[config.mk]
export PLATFORM = sky130hd
export DESIGN_NAME = rise_rate_monitor
export DESIGN_NICKNAME = d
export VERILOG_FILES = /design/src/rtl/rrm_pkg.sv /design/src/rtl/rrm_ctrl.sv /design/src/rtl/rrm_datapath.sv /design/src/rtl/rise_rate_monitor.sv
export SDC_FILE = /design/constraint.sdc
export NUM_CORES = 1
export LEC_CHECK = 0
export ABC_AREA = 1
export BUFFER_PORTS_ARGS = -buffer_cell sky130_fd_sc_hd__buf_2
export CORE_AREA = 2 2 69 137
export DETAILED_ROUTE_END_ITERATION = 16
export DIE_AREA = 0 0 71 139
export SYNTH_ARGS = -nofsm -noshare
export SYNTH_HDL_FRONTEND = slang
export SYNTH_HIERARCHICAL = 1
export SYNTH_SLANG_ARGS = --single-unit
[constraint.sdc]
create_clock -name clk -period 2.2 [get_ports clk]
set_input_delay 0.44 -clock clk [delete_from_list [all_inputs] [get_ports clk]]
set_output_delay 0.44 -clock clk [all_outputs]
set_load 0.02 [all_outputs]
[src/rtl/rrm_pkg.sv]
package rrm_pkg;
    typedef enum logic [2:0] {
        ST_START  = 3'd0,
        ST_CHECK1 = 3'd1,
        ST_DIFF   = 3'd2,
        ST_CHECK2 = 3'd3,
        ST_RATE   = 3'd4,
        ST_ADJUST = 3'd5
    } rrm_state_t;
endpackage

[src/rtl/rrm_ctrl.sv]
module rrm_ctrl
    import rrm_pkg::*;
(
    input  logic       clk,
    input  logic       rst,
    input  logic       sample_valid,
    input  logic       samp_gt,
    input  logic       samp_lt,
    input  logic       rise_big,
    output logic       cap_en,
    output logic       diff_en,
    output logic       ref_load,
    output logic       flag_set,
    output logic       flag_clr,
    output rrm_state_t state_o
);
    rrm_state_t state_q, state_d;

    always_ff @(posedge clk) begin
        if (rst) state_q <= ST_START;
        else     state_q <= state_d;
    end

    always_comb begin
        state_d = state_q;
        unique case (state_q)
            ST_START:  state_d = ST_CHECK1;
            ST_CHECK1: begin
                if (sample_valid && samp_gt)      state_d = ST_DIFF;
                else if (sample_valid && samp_lt) state_d = ST_ADJUST;
            end
            ST_DIFF:   state_d = ST_CHECK2;
            ST_CHECK2: state_d = rise_big ? ST_RATE : ST_START;
            ST_RATE:   state_d = ST_CHECK1;
            ST_ADJUST: state_d = ST_CHECK1;
            default:   state_d = ST_START;
        endcase
    end

    always_comb begin
        cap_en   = 1'b0;
        diff_en  = 1'b0;
        ref_load = 1'b0;
        flag_set = 1'b0;
        flag_clr = 1'b0;
        unique case (state_q)
            ST_START:  ;
            ST_CHECK1: cap_en = sample_valid;
            ST_DIFF:   diff_en = 1'b1;
            ST_CHECK2: ;
            ST_RATE:   begin flag_set = 1'b1; ref_load = 1'b1; end
            ST_ADJUST: begin flag_clr = 1'b1; ref_load = 1'b1; end
            default:   ;
        endcase
    end

    assign state_o = state_q;

    AST_DIFF_TO_CHECK2: assert property (@(posedge clk) disable iff (rst)
        (state_q == ST_DIFF) |=> (state_q == ST_CHECK2));
endmodule

[src/rtl/rrm_datapath.sv]
module rrm_datapath #(
    parameter int WIDTH  = 12,
    parameter int THRESH = 110
) (
    input  logic             clk,
    input  logic             rst,
    input  logic [WIDTH-1:0] sample,
    input  logic             cap_en,
    input  logic             diff_en,
    input  logic             ref_load,
    input  logic             flag_set,
    input  logic             flag_clr,
    output logic             samp_gt,
    output logic             samp_lt,
    output logic             rise_big,
    output logic [WIDTH-1:0] diff_q,
    output logic             flag_q
);
    localparam logic [WIDTH-1:0] THR = WIDTH'(THRESH);

    logic [WIDTH-1:0] ref_q;
    logic [WIDTH-1:0] new_q;

    always_ff @(posedge clk) begin
        if (rst) begin
            ref_q  <= sample;
            new_q  <= '0;
            diff_q <= '0;
            flag_q <= 1'b0;
        end else begin
            if (cap_en)   new_q  <= sample;
            if (diff_en)  diff_q <= new_q - ref_q;
            if (ref_load) ref_q  <= new_q;
            if (flag_set)      flag_q <= 1'b1;
            else if (flag_clr) flag_q <= 1'b0;
        end
    end

    always_comb begin
        samp_gt  = sample > ref_q;
        samp_lt  = sample < ref_q;
        rise_big = diff_q >= THR;
    end

    AST_DIFF_NONZERO: assert property (@(posedge clk) disable iff (rst)
        diff_en |=> (diff_q != '0));
endmodule

[src/rtl/rise_rate_monitor.sv]
module rise_rate_monitor
    import rrm_pkg::*;
#(
    parameter int WIDTH  = 12,
    parameter int THRESH = 110
) (
    input  logic             clk,
    input  logic             rst,
    input  logic             sample_valid,
    input  logic [WIDTH-1:0] sample,
    output logic             max_rate,
    output logic [WIDTH-1:0] diff_out
);
    logic       cap_en, diff_en, ref_load, flag_set, flag_clr;
    logic       samp_gt, samp_lt, rise_big;
    rrm_state_t state;

    rrm_ctrl u_ctrl (
        .clk(clk), .rst(rst), .sample_valid(sample_valid),
        .samp_gt(samp_gt), .samp_lt(samp_lt), .rise_big(rise_big),
        .cap_en(cap_en), .diff_en(diff_en), .ref_load(ref_load),
        .flag_set(flag_set), .flag_clr(flag_clr), .state_o(state)
    );

    rrm_datapath #(.WIDTH(WIDTH), .THRESH(THRESH)) u_dp (
        .clk(clk), .rst(rst), .sample(sample),
        .cap_en(cap_en), .diff_en(diff_en), .ref_load(ref_load),
        .flag_set(flag_set), .flag_clr(flag_clr),
        .samp_gt(samp_gt), .samp_lt(samp_lt), .rise_big(rise_big),
        .diff_q(diff_out), .flag_q(max_rate)
    );

    AST_RATE_NEEDS_BIG: assert property (@(posedge clk) disable iff (rst)
        (state == ST_RATE) |-> (diff_out >= WIDTH'(THRESH)));
    AST_FLAG_SET: assert property (@(posedge clk) disable iff (rst)
        (state == ST_RATE) |=> max_rate);
    AST_FLAG_CLEAR: assert property (@(posedge clk) disable iff (rst)
        (state == ST_ADJUST) |=> !max_rate);
    AST_FLAG_HOLD: assert property (@(posedge clk) disable iff (rst)
        (state != ST_RATE && state != ST_ADJUST) |=> $stable(max_rate));
    AST_EQUAL_STAYS: assert property (@(posedge clk) disable iff (rst)
        (state == ST_CHECK1 && sample_valid && !samp_gt && !samp_lt)
        |=> (state == ST_CHECK1 && $stable(diff_out)));
    AST_SMALL_TO_START: assert property (@(posedge clk) disable iff (rst)
        (state == ST_CHECK2 && diff_out < WIDTH'(THRESH)) |=> (state == ST_START));
endmodule

==> flow_metrics.env, run 1 <==
export IMPL_final_common_cell="nand2_1"
export IMPL_antenna_found_initial=0
export IMPL_wl_met2_mm=3.627
export IMPL_dp_hpwl_mm=5.147
export IMPL_vdd_drop_max_mv=0.3308
export IMPL_finalCritPeriodShare_pct=89.03
export IMPL_cts_htree_levels=2
export IMPL_setup_viol=0
export IMPL_post_route_min_period_ps=1959
export IMPL_design_area_mm2=0.002969
export IMPL_relSlewSlack_pct=56.23
export IMPL_ios=28
export IMPL_diodes=0
export IMPL_routed_top_layer="met4"
export IMPL_die_x_um=71
export IMPL_netlist_instances=368
export IMPL_max_freq_mhz=510.5
export IMPL_yosysSeqAreaShare_pct=35.75
export IMPL_wl_per_cell_um=12.72
export IMPL_clk_latency_ps=290
export IMPL_power_leakage_nw=1.559
export IMPL_utilization_pct=33.40
export IMPL_crit_type="reg -> reg"
export IMPL_timing_hold_ws_ps=414.7
export IMPL_coreArea_mm2=0.008890
export IMPL_crit_path_end_kind="flop"
export IMPL_drt_iter0_markers=66
export IMPL_ys_ff_latch=40
export IMPL_drc=0
export IMPL_maxCapViolCount=0
export IMPL_arrival_ps=2140
export IMPL_grt_max_degree=25
export IMPL_setup_tns_final_ps=0
export IMPL_dr_pass1_iters=4
export IMPL_synth_nets=407
export IMPL_root_buffer="clkbuf_16"
export IMPL_final_cell_mix="nand2_1, inv_1, nor2_1, dfxtp_1, buf_2"
export IMPL_wl_met3_um=218
export IMPL_finalMaxSlewViolations=0
export IMPL_placed_area_mm2=0.002803
export IMPL_drive_gt1_share_pct=12.88
export IMPL_fin_nets=434
export IMPL_hold_viol=0
export IMPL_synth_distinct_cells=27
export IMPL_worstMarginPinSlew_ps=655.9
export IMPL_num_rows=49
export IMPL_first_global_vias=2239
export IMPL_grt_pass1_wl_mm=10.52
export IMPL_die_h_um=139
export IMPL_rsz0062_at_grt="no"
export IMPL_dp_cells=490
export IMPL_cts_buffers=5
export IMPL_place_ws_ps=19.46
export IMPL_setup_ws_ps=241.3
export IMPL_gp_congestion=0.8810
export IMPL_grt_usage_pct=13.73
export IMPL_drt_wl_total_mm=6.335
export IMPL_wl_met1_mm=2.356
export IMPL_cp_required_ps=2380
export IMPL_synth_area_mm2=0.002576
export IMPL_status="finished, final reports clean"
export IMPL_powerDensity_mw_per_mm2=783.4
export IMPL_cp_max_fo=3
export IMPL_viasPerCell=4.627
export IMPL_port_buffer_count=27
export IMPL_gr_total_overflow=0
export IMPL_yosys_warnings=6
export IMPL_syn_area_per_cell_um2=7.001
export IMPL_clock_path_buffers=2
export IMPL_tritoncts="yes"
export IMPL_clkSinkCount=40
export IMPL_power_total_mw=2.326
export IMPL_start_util_pct=28.98
export IMPL_num_vias=2304
export IMPL_finClkSkew_ps=2.804
export IMPL_fin_cells=498
export IMPL_die_area_mm2=0.009869
export IMPL_nFillCells=955
export IMPL_clk_pin_slew_worst_paths_ps=60
export IMPL_crit_path_start_kind="flop"
export IMPL_area_growth_syn_to_layout_pct=15.25
export IMPL_hp_class="in -> reg"
export IMPL_ant_nets=0
[synthesized netlist by cell type]
cell      number  area, µm²
ha_1          23      287.8
nand2_1       88      330.3
inv_2          2      7.510
nand2_2        3      18.77
nor2_2         3      18.77
inv_1         58      217.7
a21boi_0       1      7.510
edfxtp_1      12      360.4
a21oi_1       21      105.1
nand3_1       22      110.1
buf_2          2      10.01
dfxtp_1       28      560.5
fa_1           1      20.02
a21o_1         4      30.03
nor3_1         4      20.02
xnor2_1        2      17.52
xor2_1         2      17.52
buf_6          1      11.26
nand3_2        3      30.03
nor2_1        48      180.2
and3_2         1      7.510
o21ai_0       23      115.1
or2_2          1      6.260
clkbuf_1       4      15.01
nand4_1        8      50.05
and2_1         1      6.260
buf_4          2      15.01
[routing by layer]
| layer | GRT usage, % | up-vias |
|---|---|---|
| met1 | 13.37 | 1042 |
| met4 | 6.157 | 0 |
| met5 | 0 | - |
| li1 | - | 1224 |
| met3 | 3.270 | 7 |
| met2 | 26.22 | 31 |
[power breakdown]
| part | switching (mW) | internal [mW] |
|---|---|---|
| registers | 0.0450 | 0.838 |
| clock network | 0.302 | 0.488 |
| logic | 0.420 | 0.234 |
| total | 0.767 | 1.56 |
[critical path, stage by stage (launching register included)]
cell and delay (ps):
edfxtp_1 420, inv_1 130, ha_1 250, inv_1 60, nor2_1 40, o21ai_1 180
a21oi_1 110, nor3_2 200, nor2_1 90, o21ai_0 170, nand3_1 80, nand2_1 90
nor2_2 30
[state kept, by name, indices dropped and copies added (netlist names)]
signal,count
u_dp/diff_q,12
u_dp/new_q,12
u_dp/ref_q,12
u_ctrl/state_o,3
u_dp/flag_q,1
[final cells by class]
type / instances / area, µm² / area share, %
inverters: 60 / 225.2 / 7.585
repair buffers: 29 / 150.1 / 5.057
multi-input cells: 259 / 1384 / 46.61
well taps: 102 / 127.6 / 4.298
clock buffers: 6 / 150.1 / 5.057
flip-flops and latches: 40 / 920.9 / 31.02
clock inverters: 2 / 11.26 / 0.3793
[what timing repair did]
action | in CTS | in global routing
hold buffers | 0 | 0
gates resized for setup | 0 | 2
setup buffers | 0 | 0
setup endpoints to repair | 0 | 1
[path summary, 6_finish.rpt]
check	slack [ps]	start	cells after the start	endpoint
setup / recovery	240	u_dp/ref_q[1]	12	u_ctrl/state_o[2]
hold / removal	410	sample[5]	3	u_dp/new_q[5]
hold reg to reg	490	u_dp/flag_q	2	u_dp/flag_q
setup reg to reg	240	u_dp/ref_q[1]	12	u_ctrl/state_o[2]
[logic make-up (layout without fill, tap and decap cells)]
| kind of cell | after synthesis | in the layout | share of synthesized area (%) |
|---|---|---|---|
| XOR/XNOR | 4 | 4 | 1.360 |
| adder cells (fa/ha/maj) | 24 | 24 | 11.95 |
| AO/OA/AOI/OAI | 49 | 49 | 10.00 |
| buffers and inverters | 69 | 97 | 10.73 |
| AND/OR/NAND/NOR | 182 | 182 | 30.21 |
| flip-flops | 40 | 40 | 35.75 |
Note: power is estimated with default switching activity, not from simulation.
==> run 2, diff against run 1 <==
CORE_AREA = 2 2 69 136   (was 2 2 69 137)
DIE_AREA = 0 0 71 138   (was 0 0 71 139)
SETUP_SLACK_MARGIN = 0.1   (was not set)
SKIP_LAST_GASP = 1   (was not set)
SYNTH_HIERARCHICAL = not set   (was 1)
==> flow_metrics.env, run 2 <==
export IMPL_die_area_mm2=0.009798
export IMPL_cts_buffers=5
export IMPL_die_x_um=71
export IMPL_synth_edf_count=12
export IMPL_num_vias=2300
export IMPL_ant_nets=0
export IMPL_dr_pass1_iters=4
export IMPL_netlist_instances=353
export IMPL_grt_usage_pct=13.40
export IMPL_critical_path_depth=10
export IMPL_viasPerCell=4.713
export IMPL_critPathLaunch="u_dp.ref_q[0]"
export IMPL_final_common_cell="nand2_1"
export IMPL_cp_required_ps=2390
export IMPL_reg2reg_depth=10
export IMPL_gr_total_overflow=0
export IMPL_synth_area_mm2=0.002544
export IMPL_cp_max_fo=3
export IMPL_ys_ff_latch=40
export IMPL_ios=28
export IMPL_root_buffer="clkbuf_16"
export IMPL_slowest_delay_ps=410
export IMPL_hold_start="sample[4]"
export IMPL_crit_path_start_kind="flop"
export IMPL_dp_hpwl_mm=4.981
export IMPL_post_cts_buffers=0
export IMPL_synth_distinct_cells=31
export IMPL_yosys_top_cells_count="nand2_1, inv_1, nor2_1"
export IMPL_reg_largest_list="u_dp.diff_q: 12 flops, u_dp.new_q: 12 flops, u_dp.ref_q: 12 flops"
export IMPL_drt_iter0_markers=75
export IMPL_rsz0062_at_grt="no"
export IMPL_async_flop_share_pct=0
export IMPL_grt_max_degree=22
export IMPL_fin_nets=424
export IMPL_tritoncts="yes"
export IMPL_finClkSkew_ps=3.681
export IMPL_pwr_share_seq_pct=39.5
export IMPL_hp_class="in -> reg"
export IMPL_yosys_area_top_type_share_pct=22.04
export IMPL_crit_slowest_cell="edfxtp_1"
export IMPL_clk_pin_slew_worst_paths_ps=60
export IMPL_start_util_pct=28.61
export IMPL_diodes=0
export IMPL_switching_power_uw=705.3
export IMPL_finalCritPeriodShare_pct=84.34
export IMPL_max_freq_mhz=538.9
export IMPL_r2r_slack_ps=340
export IMPL_worstSetupEndpoint="u_dp.diff_q[8]"
export IMPL_gp_congestion=0.9608
export IMPL_first_global_vias=2276
export IMPL_clock_power_share_pct=33.6
export IMPL_p_comb_share_pct=26.9
export IMPL_synth_top_area_cell="dfxtp_1"
export IMPL_fin_cells=488
export IMPL_maxCapViolCount=0
export IMPL_timing_rr_end="u_dp.diff_q[8]"
export IMPL_drc=0
export IMPL_setup_tns_final_ps=0
export IMPL_coreArea_mm2=0.008890
export IMPL_final_cell_mix="nand2_1, inv_1, nor2_1, dfxtp_1, buf_2"
export IMPL_powerDensity_mw_per_mm2=747.3
export IMPL_clkSinkCount=40
export IMPL_clock_path_buffers=2
export IMPL_relSlewSlack_pct=64.20
export IMPL_worstMarginPinSlew_ps=535.2
export IMPL_synth_nets=392
export IMPL_syn_area_per_cell_um2=7.206
export IMPL_setup_viol=0
export IMPL_arrival_ps=2040
export IMPL_ctsResizeCount=0
export IMPL_antenna_found_initial=0
export IMPL_yosys_warnings=0
export IMPL_swShare_pct=32.03
export IMPL_crit_buf_inv=2
export IMPL_status="finished, final reports clean"
export IMPL_die_h_um=138
export IMPL_timing_hold_ws_ps=431.4
export IMPL_crit_path_end_kind="flop"
export IMPL_crit_type="reg -> reg"
export IMPL_dp_cells=480
export IMPL_vdd_drop_max_mv=0.3121
export IMPL_hold_viol=0
export IMPL_ys_top_cells_by_area="dfxtp_1, edfxtp_1, nand2_1, ha_1, inv_1"
export IMPL_port_buffer_count=27
export IMPL_path_cells="ha_1 > fa_1 > inv_1 > nand3_1 > nand2_1 > nand4_1 > nand2_1 > nor2_1 > o21ai_1 > inv_1"
export IMPL_yosysSeqAreaShare_pct=36.20
export IMPL_num_rows=49
export IMPL_post_route_min_period_ps=1856
export IMPL_ctsHoldBuffers=0
export IMPL_cts_htree_levels=2
export IMPL_r2r_start="u_dp.ref_q[0]"
export IMPL_p_int_mw=1.497
export IMPL_power_leakage_nw=1.522
export IMPL_crit_family="adder cells"
export IMPL_wl_per_cell_um=12.83
export IMPL_area_growth_syn_to_layout_pct=15.84
export IMPL_synth_most_common_cell="nand2_1"
export IMPL_nFillCells=961
export IMPL_synthFlopType="dfxtp_1"
export IMPL_drt_wl_total_mm=6.261
export IMPL_grt_pass1_wl_mm=10.24
export IMPL_clk_latency_ps=290
export IMPL_finalMaxSlewViolations=0
export IMPL_drive_gt1_share_pct=12.69
-- run 2: power groups by stage --
stage / clock (mW) / combinational [mW] / sequential, mW
5_1_grt: 0.785 / 0.678 / 0.878
3_5_place_dp: 0 / 0.594 / 0.886
3_3_place_gp: 0 / 0.587 / 0.885
2_1_floorplan: 0 / 0.429 / 0.892
4_1_cts: 0.757 / 0.598 / 0.871
6_report: 0.739 / 0.592 / 0.870
-- run 2: worst register-to-register path: stages (launching register included) --
cell      delay, ps
edfxtp_1        410
ha_1            230
fa_1            410
inv_1           130
nand3_1          80
nand2_1         110
nand4_1          90
nand2_1          90
nor2_1           40
o21ai_1         120
inv_1            40
-- run 2: routing by layer --
layer	track usage (%)	vias to the layer above	part of all wire [%]
met5	0	-	0
met4	7.746	0	3.7
met3	2.332	12	3.0
met2	26.61	30	58
met1	11.84	1062	36
li1	-	1196	-
-- run 2: area by class of cell --
cell class	count	area [µm²]	area share (%)
tap	102	127.6	4.331
clock buffer	8	146.4	4.968
inverter	57	214.0	7.261
timing repair buffer	32	172.7	5.860
sequential	40	920.9	31.25
multi-input combinational	249	1365	46.33
-- run 2: cells by family (layout without fill, tap and decap cells) --
kind of cell    after synthesis  after routing  synth area share, %
xor+xnor                      6              6                2.066
simple gates                164            164                27.30
flops                        40             40                36.20
buf+inv                      64             97                10.13
compound gates               55             55                12.20
fa+ha+maj                    24             24                12.10
-- run 2: per-stage QoR --
stage                     util (%)  total power, mW  setup WS [ps]  instance area (µm²)
after detailed placement     31.50            1.480          383.3                 2800
final                        33.15            2.202          344.5                 2947
after global routing         33.15            2.341          151.8                 2947
after CTS                    33.15            2.226          381.5                 2947
after floorplan                  -            1.321          539.1                 2544
after global placement       31.50            1.472          424.8                 2800
-- run 2: worst min path at each step --
stage                    endpoint  cells after the start
finish              u_dp.new_q[4]                      3
global route        u_dp.new_q[4]                      3
CTS                 u_dp.new_q[4]                      3
detailed placement    u_dp.flag_q                      2
global placement      u_dp.flag_q                      2
floorplan           u_dp.new_q[0]                      2
